[src/rtl/cmpm_pkg.sv]
package cmpm_pkg;

    localparam int NCMP     = 3;
    localparam int TGL_BITS = 2;
    localparam int SEL_W    = 3;

    typedef enum logic [SEL_W-1:0] {
        SEL_CMP0  = 3'd0,
        SEL_CMP1  = 3'd1,
        SEL_CMP2  = 3'd2,
        SEL_SETEN = 3'd3,
        SEL_RTEN  = 3'd4,
        SEL_PORT  = 3'd5
    } reg_sel_e;

    typedef struct packed {
        logic set_req;
        logic clr_req;
    } bit_op_t;

    // clear dominates set; otherwise keep the base value
    function automatic logic resolve_bit(input logic base, input bit_op_t op);
        if (op.clr_req)      return 1'b0;
        else if (op.set_req) return 1'b1;
        else                 return base;
    endfunction

    function automatic logic op_active(input bit_op_t op);
        return op.set_req | op.clr_req;
    endfunction

endpackage

[src/rtl/cmpm_match_bank.sv]
module cmpm_match_bank
    import cmpm_pkg::*;
#(
    parameter int TW = 16
) (
    input  logic            clk,
    input  logic            rst,
    input  logic [TW-1:0]   timer_val,
    input  logic [NCMP-1:0] cmp_we,
    input  logic [TW-1:0]   wr_data,
    output logic [NCMP-1:0] hit
);

    logic [TW-1:0] prev_q;
    logic          seen_q;
    logic          fresh;

    always_ff @(posedge clk) begin
        if (rst) begin
            prev_q <= '0;
            seen_q <= 1'b0;
        end else begin
            prev_q <= timer_val;
            seen_q <= 1'b1;
        end
    end

    // a timer value is examined once: on arrival, or first after reset
    assign fresh = !seen_q || (timer_val != prev_q);

    for (genvar g = 0; g < NCMP; g++) begin : g_slot
        logic [TW-1:0] cmp_q;

        always_ff @(posedge clk) begin
            if (rst)            cmp_q <= '0;
            else if (cmp_we[g]) cmp_q <= wr_data;
        end

        assign hit[g] = fresh && (timer_val == cmp_q);
    end

endmodule

[src/rtl/cmpm_ctrl_regs.sv]
module cmpm_ctrl_regs #(
    parameter int PW = 8
) (
    input  logic          clk,
    input  logic          rst,
    input  logic          seten_we,
    input  logic          rten_we,
    input  logic [PW-1:0] wr_byte,
    output logic [PW-1:0] set_en,
    output logic [PW-1:0] rt_en
);

    always_ff @(posedge clk) begin
        if (rst) begin
            set_en <= '0;
            rt_en  <= '0;
        end else begin
            if (seten_we) set_en <= wr_byte;
            if (rten_we)  rt_en  <= wr_byte;
        end
    end

endmodule

[src/rtl/cmpm_port_latch.sv]
module cmpm_port_latch
    import cmpm_pkg::*;
#(
    parameter int PW       = 8,
    parameter int CLR_BITS = 6
) (
    input  logic                clk,
    input  logic                rst,
    input  logic [NCMP-1:0]     hit,
    input  logic [PW-1:0]       set_en,
    input  logic [PW-1:0]       rt_en,
    input  logic                sw_we,
    input  logic [PW-1:0]       sw_data,
    output logic [PW-1:0]       port_q,
    output logic [TGL_BITS-1:0] tog_q
);

    localparam int TGL_BASE = PW - TGL_BITS;

    for (genvar b = 0; b < PW; b++) begin : g_bit
        bit_op_t op;
        logic    base;
        logic    bit_q;

        assign base = sw_we ? sw_data[b] : bit_q;

        if (b < CLR_BITS) begin : g_clr
            always_comb begin
                op.set_req = hit[0] & set_en[b];
                op.clr_req = hit[1] & rt_en[b];
            end
        end else if (b >= TGL_BASE) begin : g_tgl
            localparam int T = b - TGL_BASE;
            logic tgl_q;
            logic flip;

            assign flip = hit[2] & rt_en[b];

            always_comb begin
                op.set_req = (hit[0] & set_en[b]) | (flip & tgl_q);
                op.clr_req = flip & ~tgl_q;
            end

            // record of last hardware operation: 1 = next flip sets
            always_ff @(posedge clk) begin
                if (rst)                tgl_q <= 1'b1;
                else if (op_active(op)) tgl_q <= op.clr_req;
            end

            assign tog_q[T] = tgl_q;
        end else begin : g_set_only
            always_comb begin
                op.set_req = hit[0] & set_en[b];
                op.clr_req = 1'b0;
            end
        end

        always_ff @(posedge clk) begin
            if (rst) bit_q <= 1'b0;
            else     bit_q <= resolve_bit(base, op);
        end

        assign port_q[b] = bit_q;
    end

endmodule

[src/rtl/cmpm_port_unit.sv]
module cmpm_port_unit
    import cmpm_pkg::*;
#(
    parameter int TW       = 16,
    parameter int PW       = 8,
    parameter int CLR_BITS = 6
) (
    input  logic                clk,
    input  logic                rst,
    input  logic [TW-1:0]       timer_val,
    input  logic                wr_en,
    input  logic [SEL_W-1:0]    wr_sel,
    input  logic [TW-1:0]       wr_data,
    output logic [PW-1:0]       port_out,
    output logic [TGL_BITS-1:0] tog_next,
    output logic [NCMP-1:0]     match_flag
);

    reg_sel_e        sel;
    logic [NCMP-1:0] cmp_we;
    logic [NCMP-1:0] hit;
    logic [PW-1:0]   set_en_w;
    logic [PW-1:0]   rt_en_w;
    logic            sw_we;

    assign sel   = reg_sel_e'(wr_sel);
    assign sw_we = wr_en && (sel == SEL_PORT);

    for (genvar i = 0; i < NCMP; i++) begin : g_dec
        assign cmp_we[i] = wr_en && (wr_sel == SEL_W'(i));
    end

    cmpm_match_bank #(.TW(TW)) u_match (
        .clk       (clk),
        .rst       (rst),
        .timer_val (timer_val),
        .cmp_we    (cmp_we),
        .wr_data   (wr_data),
        .hit       (hit)
    );

    cmpm_ctrl_regs #(.PW(PW)) u_ctrl (
        .clk      (clk),
        .rst      (rst),
        .seten_we (wr_en && (sel == SEL_SETEN)),
        .rten_we  (wr_en && (sel == SEL_RTEN)),
        .wr_byte  (wr_data[PW-1:0]),
        .set_en   (set_en_w),
        .rt_en    (rt_en_w)
    );

    cmpm_port_latch #(.PW(PW), .CLR_BITS(CLR_BITS)) u_latch (
        .clk     (clk),
        .rst     (rst),
        .hit     (hit),
        .set_en  (set_en_w),
        .rt_en   (rt_en_w),
        .sw_we   (sw_we),
        .sw_data (wr_data[PW-1:0]),
        .port_q  (port_out),
        .tog_q   (tog_next)
    );

    always_ff @(posedge clk) begin
        if (rst) match_flag <= '0;
        else     match_flag <= hit;
    end

endmodule

[config.mk]
export PLATFORM = sky130hd
export DESIGN_NAME = cmpm_port_unit
export DESIGN_NICKNAME = d
export VERILOG_FILES = /design/src/rtl/cmpm_pkg.sv /design/src/rtl/cmpm_match_bank.sv /design/src/rtl/cmpm_ctrl_regs.sv /design/src/rtl/cmpm_port_latch.sv /design/src/rtl/cmpm_port_unit.sv
export SDC_FILE = /design/constraint.sdc
export NUM_CORES = 1
export LEC_CHECK = 0
export BUFFER_PORTS_ARGS = -buffer_cell sky130_fd_sc_hd__clkbuf_2
export CORE_UTILIZATION = 35
export CTS_BUF_LIST = sky130_fd_sc_hd__clkbuf_4
export DETAILED_ROUTE_END_ITERATION = 12
export PLACE_DENSITY = 0.56
export SLEW_MARGIN = 0
export SYNTH_ARGS = -nofsm -noshare
export SYNTH_HDL_FRONTEND = slang
export SYNTH_SLANG_ARGS = --single-unit
[constraint.sdc]
create_clock -name clk -period 3.7 [get_ports clk]
set_input_delay 0.185 -clock clk [delete_from_list [all_inputs] [get_ports clk]]
set_output_delay 0.185 -clock clk [all_outputs]
set_load 0.05 [all_outputs]
==> results.tsv, run 1 <==
metric	value	unit
Setup CP Type	reg2reg	
maximum clock rate	468	MHz
crit start category	register	
Yosys top cell area share	45.6	%
wire per inst	15.5	microns
final setup violation count	0	
Port Buffer Count	50	
RSZ-0062 raised after global routing	false	
# IOs	51	
clock latency on the worst-skew pair	0.45	ns
Tot GR Track Use	17.7	%
layout cells sized above 1	15.1	%
Die Ht	111	microns
Post-synth EDFFs	0	
final hold viol count	0	
Slew @ Worst Pin	1.18	ns
die area	12200	sq um
Worst EP arrival	2.49	ns
Syn Area/Cell	8.46	sq um
synth warn	0	
most numerous cell in the Yosys netlist	nand2_1	
register area share after synthesis	45.6	%
post-synth net total	526	
Peak VDD IR	0.161	mV
first drt pass iteration count	4	
starting density of the core	36.0	%
Slew Limit Fails	0	
# nets final	550	
most frequent cells after synthesis	nand2_1, dfxtp_1, a21oi_1	
post-synthesis register bit count	94	
largest family of logic cells by synthesized area	simple AND/OR/NAND/NOR gates	
Final period util	57.7	%
Static Leak	0.00158	uW
Slew HR	21.6	%
post-CTS setup buffers	0	
pwr/cell area	385	nW/um^2
R2R Path Start	u_match.prev_q[6]	
total CTS buffers	9	
clk sinks	94	
CTS root buffer	clkbuf_4	
Core Area	11500	sq um
complex-gate fraction of the synthesized area	11.5	%
Worst-path clk slew	0.15	ns
Post-Syn Area	4130	sq um
Tmin final	2.13	ns
hold wc startpoint	wr_data[5]	
Post-DRT Antenna Nets	0	
Synth Area in Simple Gates	21.1	%
hold slack	0.0216	ns
Post-Synth Adder-Cell Area	0	%
clock skew	0.0121	ns
number of global-route vias before repair	3162	
routed vias	3210	
flop-to-flop setup slack	1.57	ns
global placer's final weighted congestion	0.922	
CP Max Fanout	6	
initial DRC count	192	
most used flip-flop cell after synthesis	dfxtp_1	
required time of the critical path	4.05	ns
H-tree depth	3	
Yosys cell types	27	
Area contributors post-synth	dfxtp_1, nand2_1, xnor2_1	
CTS tree	done	
Max Cap Violations	0	
worst hold path class	in2reg	
first-pass GRT wire length	16900	microns
Die Width	111	microns
cell taking the most area after synthesis	dfxtp_1	
mux share of post-synthesis cell area	1.94	%
Routed Wire Length	10200	microns
Worst R2R Path Depth	6	
Hold Path Depth	3	
Async S/R FF share, synth	0	%
Final TNS setup	0	ns
antenna violations before repair	0	
status	complete, no violations	
vias per std cell	4.86	
Reg-to-Reg End	u_latch.g_bit[6].g_tgl.tgl_q	
Antenna Diode Count	0	
Detail Placement HPWL	7490	microns
# DRC	0	
Cells after Synth	488	
grt ovf	0	
Synth Area in XOR/XNOR	13.6	%
largest net degree at the start of global routing	66	
row count	39	
area grow syn2layout	9.45	%
CP Capture Type	register	
Hold EP	u_ctrl.set_en[5]	
Bufs on Longest Clock Path	2	
kinds of logic (layout without fill, tap and decap cells):
family          Yosys count  count (layout)
simple gates            196             196
flops                    94              94
compound gates           77              77
xor+xnor                 64              64
buf+inv                  49              78
mux                       8               8
final cells by class:
class	count	area [sq um]
fillers	1166	6950
flip-flops and latches	94	1880
clock inverters	6	37.5
repair buffers	61	353
multi-input cells	345	1990
well taps	143	179
clock buffers	10	75.1
inverters	1	3.75
per-stage QoR:
stage | std cells | util [%] | area, sq um | setup slack [ns] | power (uW)
finish | 660 | 39.4 | 4520 | 1.57 | 1740
CTS | 660 | 39.4 | 4520 | 1.50 | 1750
global placement | 636 | 37.7 | 4330 | 1.49 | 1260
detailed placement | 636 | 37.7 | 4330 | 1.48 | 1260
global route | 660 | 39.4 | 4520 | 1.39 | 1830
floorplan | 488 | - | 4130 | 1.78 | 1200
worst max-delay path, cell delays in order, from the launching register on:
cell and delay, ns:
dfxtp_1 0.34, xor2_1 0.16, nor4_1 0.35, nand2_1 0.14
or4_4 0.57, and2_4 0.19, a221o_1 0.30
state kept, by name (all words and copies together) (netlist names):
signal,count
u_match.seen_q,1
u_latch.g_bit.bit_q,8
u_ctrl.set_en,8
match_flag,3
u_latch.g_bit.g_tgl.tgl_q,2
u_match.g_slot.cmp_q,48
u_match.prev_q,16
u_ctrl.rt_en,8
layout by cell type (no fill, tap or decap):
| cell type | Yosys | final |
|---|---|---|
| buf_2 | 2 | 1 |
| nor2_1 | 2 | 2 |
| mux2i_1 | 8 | 8 |
| xor2_1 | 8 | 8 |
| a221oi_1 | 2 | 2 |
| clkbuf_2 | 0 | 49 |
| inv_1 | 1 | 1 |
| or2_2 | 1 | 1 |
| or4_4 | 1 | 1 |
| nand3_1 | 4 | 4 |
| a221o_1 | 2 | 2 |
| nor4_1 | 5 | 5 |
| xnor2_1 | 56 | 56 |
| inv_6 | 0 | 1 |
| and3_1 | 4 | 4 |
| clkinvlp_4 | 0 | 2 |
| buf_4 | 11 | 3 |
| nor2b_1 | 20 | 20 |
| a21oi_1 | 64 | 64 |
| nand2_1 | 141 | 141 |
| a221oi_2 | 6 | 6 |
| and2_4 | 2 | 2 |
| clkbuf_4 | 0 | 10 |
| clkinv_2 | 0 | 2 |
| nand4_1 | 13 | 13 |
| o41a_1 | 1 | 1 |
| and2_1 | 3 | 3 |
| clkinv_1 | 0 | 1 |
| a22o_1 | 2 | 2 |
| dfxtp_1 | 94 | 94 |
| dlygate4sd3_1 | 0 | 8 |
per-layer routing:
metal | share of wire [%] | track usage (%)
met5 | 0 | 0
met3 | 4.1 | 3.24
met1 | 48 | 24.1
met4 | 1.5 | 6.22
met2 | 47 | 28.1
worst max path at each step:
stage	from	to	slack [ns]	depth (start not counted)
3_5_place_dp	timer_val[6]	u_latch.g_bit[7].g_tgl.tgl_q	1.48	7
2_1_floorplan	timer_val[0]	u_latch.g_bit[0].bit_q	1.78	8
4_1_cts	u_match.prev_q[6]	u_latch.g_bit[7].g_tgl.tgl_q	1.50	6
3_3_place_gp	timer_val[6]	u_latch.g_bit[6].g_tgl.tgl_q	1.49	7
6_report	u_match.prev_q[6]	u_latch.g_bit[6].g_tgl.tgl_q	1.57	6
5_1_grt	u_match.g_slot[0].cmp_q[5]	u_latch.g_bit[0].bit_q	1.39	6
report_power, final:
| group | switching [uW] | total, uW | internal [uW] | leakage, uW |
|---|---|---|---|---|
| registers | 16.6 | 1060 | 1040 | 0.000765 |
| clock network | 352 | 496 | 144 | 0.0000602 |
| logic | 111 | 188 | 77.3 | 0.000751 |
| total | 480 | 1740 | 1260 | 0.00158 |
repair_timing:
item	CTS	global route
gates resized for setup	0	0
hold buffers	8	0
endpoints found under the hold margin	24	0
endpoints found under the setup margin	0	0
Note: power is estimated with default switching activity, not from simulation.
==> run 2, diff against run 1 <==
--- a/config.mk
+++ b/config.mk
@@ -5,11 +5,12 @@
 export SDC_FILE = /design/constraint.sdc
 export NUM_CORES = 1
 export LEC_CHECK = 0
+export ABC_AREA = 1
 export BUFFER_PORTS_ARGS = -buffer_cell sky130_fd_sc_hd__clkbuf_2
 export CORE_UTILIZATION = 35
 export CTS_BUF_LIST = sky130_fd_sc_hd__clkbuf_4
 export DETAILED_ROUTE_END_ITERATION = 12
-export PLACE_DENSITY = 0.56
+export PLACE_DENSITY = 0.57
 export SLEW_MARGIN = 0
 export SYNTH_ARGS = -nofsm -noshare
 export SYNTH_HDL_FRONTEND = slang
==> constraint.sdc (replaced) <==
create_clock -name clk -period 1.9 [get_ports clk]
set_input_delay 0.095 -clock clk [delete_from_list [all_inputs] [get_ports clk]]
set_output_delay 0.095 -clock clk [all_outputs]
set_load 0.05 [all_outputs]
==> results.tsv, run 2 <==
metric	value	unit
status	complete, no violations	
met1 Use GR	25.1	%
Tmin final	1.61	ns
clock power share	29.6	%
Area contributors post-synth	dfxtp_1, nor2_1, nand2_1	
Cells after Synth	616	
Most Used Layer, Global Route	met2	
R2R Path Start	u_match.g_slot[1].cmp_q[14]	
Hold Path Depth	3	
Power Internal	2640	uW
CP Cell Sequence	dlygate4sd3_1 -> clkbuf_2 -> xnor2_1 -> nand2_1 -> nor2_1 -> nand2_1 -> nor2_2 -> nand2_2 -> o21ai_0 -> inv_1 -> nor2_1	
largest net degree at the start of global routing	72	
Bufs on Longest Clock Path	2	
Final TNS setup	0	ns
Detail Placement HPWL	7860	microns
Post-DRT Antenna Nets	0	
number of global-route vias before repair	3726	
Routed Wire Length	11000	microns
Worst-path clk slew	0.14	ns
initial DRC count	224	
first-pass GRT wire length	18200	microns
grt ovf	0	
starting density of the core	35.9	%
Post-synth EDFFs	0	
Tot Pwr	3630	uW
Async S/R FF share, synth	0	%
flop-to-flop setup slack	0.34	ns
most frequent cells after synthesis	nor2_1, nand2_1, dfxtp_1	
maximum clock rate	621	MHz
register area share after synthesis	43.4	%
Max stage delay on crit path	0.53	ns
Antenna Diode Count	0	
routed vias	3914	
most used flip-flop cell after synthesis	dfxtp_1	
Yosys cell types	26	
Sw Share	27.2	%
wire per inst	12.9	microns
Peak VDD IR	0.271	mV
Slew @ Worst Pin	0.794	ns
worst path bufs/invs	3	
Hold EP	u_match.prev_q[5]	
leading cell type in the layout, fill and taps excluded	nor2_1	
final worst-path setup slack	0.289	ns
most numerous cell in the Yosys netlist	nor2_1	
first drt pass iteration count	4	
Worst R2R Path Depth	10	
area grow syn2layout	17.8	%
synth warn	0	
Yosys top cell area share	43.4	%
crit start category	input pin	
clock skew	0.0134	ns
final hold viol count	0	
total CTS buffers	9	
vias per std cell	4.57	
utilization after layout	42.3	%
antenna violations before repair	0	
clk sinks	94	
Slowest cell on crit path	dlygate4sd3_1	
RSZ-0062 raised after global routing	false	
FF+latch area	1880	sq um
Filler Cell Count	1314	
worst hold path class	in2reg	
Tot GR Track Use	18.4	%
post_cts resized	0	
Switching Power	989	uW
Syn Area/Cell	7.03	sq um
required time of the critical path	2.30	ns
commonest non-fill, non-tap cells in the layout	nor2_1, nand2_1, dfxtp_1	
Slew HR	47.0	%
global placer's final weighted congestion	0.792	
combinational fraction of design power	13.2	%
Post-Syn Area	4330	sq um
grt met2 use	28.7	%
Port Buffer Count	50	
CP Max Fanout	7	
Max Cap Violations	0	
# IOs	51	
Static Leak	0.00229	uW
# DRC	0	
Biggest register	u_match.g_slot.cmp_q	
Final period util	84.8	%
Reg-to-Reg End	u_latch.g_bit[4].bit_q	
Slew Limit Fails	0	
post-synthesis register bit count	94	
hold wc startpoint	timer_val[5]	
CTS tree	done	
Largest register FFs	48	
Core Area	12100	sq um
pre-CTS WS	0.332	ns
Die Ht	113	microns
layout cells sized above 1	14.7	%
sequential share of power	57.3	%
area of the multi-input gates	2030	sq um
Top Registers	u_match.g_slot.cmp_q: 48 flops, u_match.prev_q: 16 flops	
Worst EP arrival	2.01	ns
hold_buf cts	31	
Die Width	113	microns
# nets final	721	
H-tree depth	3	
cell taking the most area after synthesis	dfxtp_1	
row count	40	
die area	12800	sq um
M3 GR Usage	1.87	%
CP top delay family	buffers and inverters	
final setup violation count	0	
post-CTS setup buffers	0	
post-synth net total	654	
CTS root buffer	clkbuf_4	
CP Capture Type	register	
clock latency on the worst-skew pair	0.45	ns
pwr/cell area	711	nW/um^2
Setup CP Type	in2reg	
[run 2: cell count changes after synthesis, moves of 20 or more]
cell	change
a21oi_1	-41
xnor2_1	-27
o21ai_0	+65
nand2_1	-22
nor2b_1	-20
inv_1	+54
nor2_1	+130
[run 2: worst max path at each step]
stage          cells past startpoint  slack [ns]                        start                      to
2_1_floorplan                     10        0.64  u_match.g_slot[2].cmp_q[12]  u_latch.g_bit[7].bit_q
3_3_place_gp                       9        0.36   u_match.g_slot[0].cmp_q[7]  u_latch.g_bit[5].bit_q
3_5_place_dp                       9        0.33   u_match.g_slot[0].cmp_q[7]  u_latch.g_bit[5].bit_q
4_1_cts                           11        0.26                 timer_val[7]  u_latch.g_bit[5].bit_q
5_1_grt                           11        0.11                 timer_val[7]  u_latch.g_bit[5].bit_q
6_report                          11        0.29                 timer_val[7]  u_latch.g_bit[5].bit_q
[run 2: area by class of cell]
cell class	instances	share of cell area (%)
Timing Repair Buffer	86	11.7
Inverter	69	5.07
Multi-Input combinational cell	423	39.7
Clock buffer	10	1.47
Clock inverter	6	1.03
Tap cell	168	4.12
Sequential cell	94	36.9
[run 2: power groups by stage]
stage / Combinational (uW) / Sequential [uW] / Clock [uW]
after floorplan: 285 / 2110 / 0
after global placement: 423 / 2120 / 0
after detailed placement: 429 / 2120 / 0
after CTS: 481 / 2080 / 1110
after global routing: 540 / 2090 / 1190
final: 478 / 2080 / 1070
[run 2: per-layer routing]
| metal | routed length [microns] | part of all wire, % | vias up |
|---|---|---|---|
| met5 | 0 | 0 | - |
| met4 | 337 | 3.1 | 0 |
| met3 | 419 | 3.8 | 21 |
| met2 | 4830 | 44 | 79 |
| met1 | 5410 | 49 | 1779 |
| li1 | - | - | 2035 |
[run 2: worst min-delay path: stages]
cell and delay, ns:
clkbuf_2 0.15, inv_1 0.14, nor2_1 0.09
[run 2: cell families after synthesis]
family / after synthesis / synth area share [%]
AO/OA/AOI/OAI: 95 / 11.0
buffers and inverters: 99 / 9.76
XOR/XNOR: 31 / 6.27
multiplexers: 8 / 1.85
AND/OR/NAND/NOR: 289 / 27.6
flip-flops: 94 / 43.4
[run 2: per-stage QoR]
stage / hold slack [ns] / area [sq um] / std cells
global route: 0.0450 / 5100 / 856
CTS: 0.0221 / 5100 / 856
detailed placement: 0.370 / 4670 / 809
finish: 0.0679 / 5100 / 856
floorplan: 0.186 / 4330 / 616
global placement: 0.361 / 4670 / 809
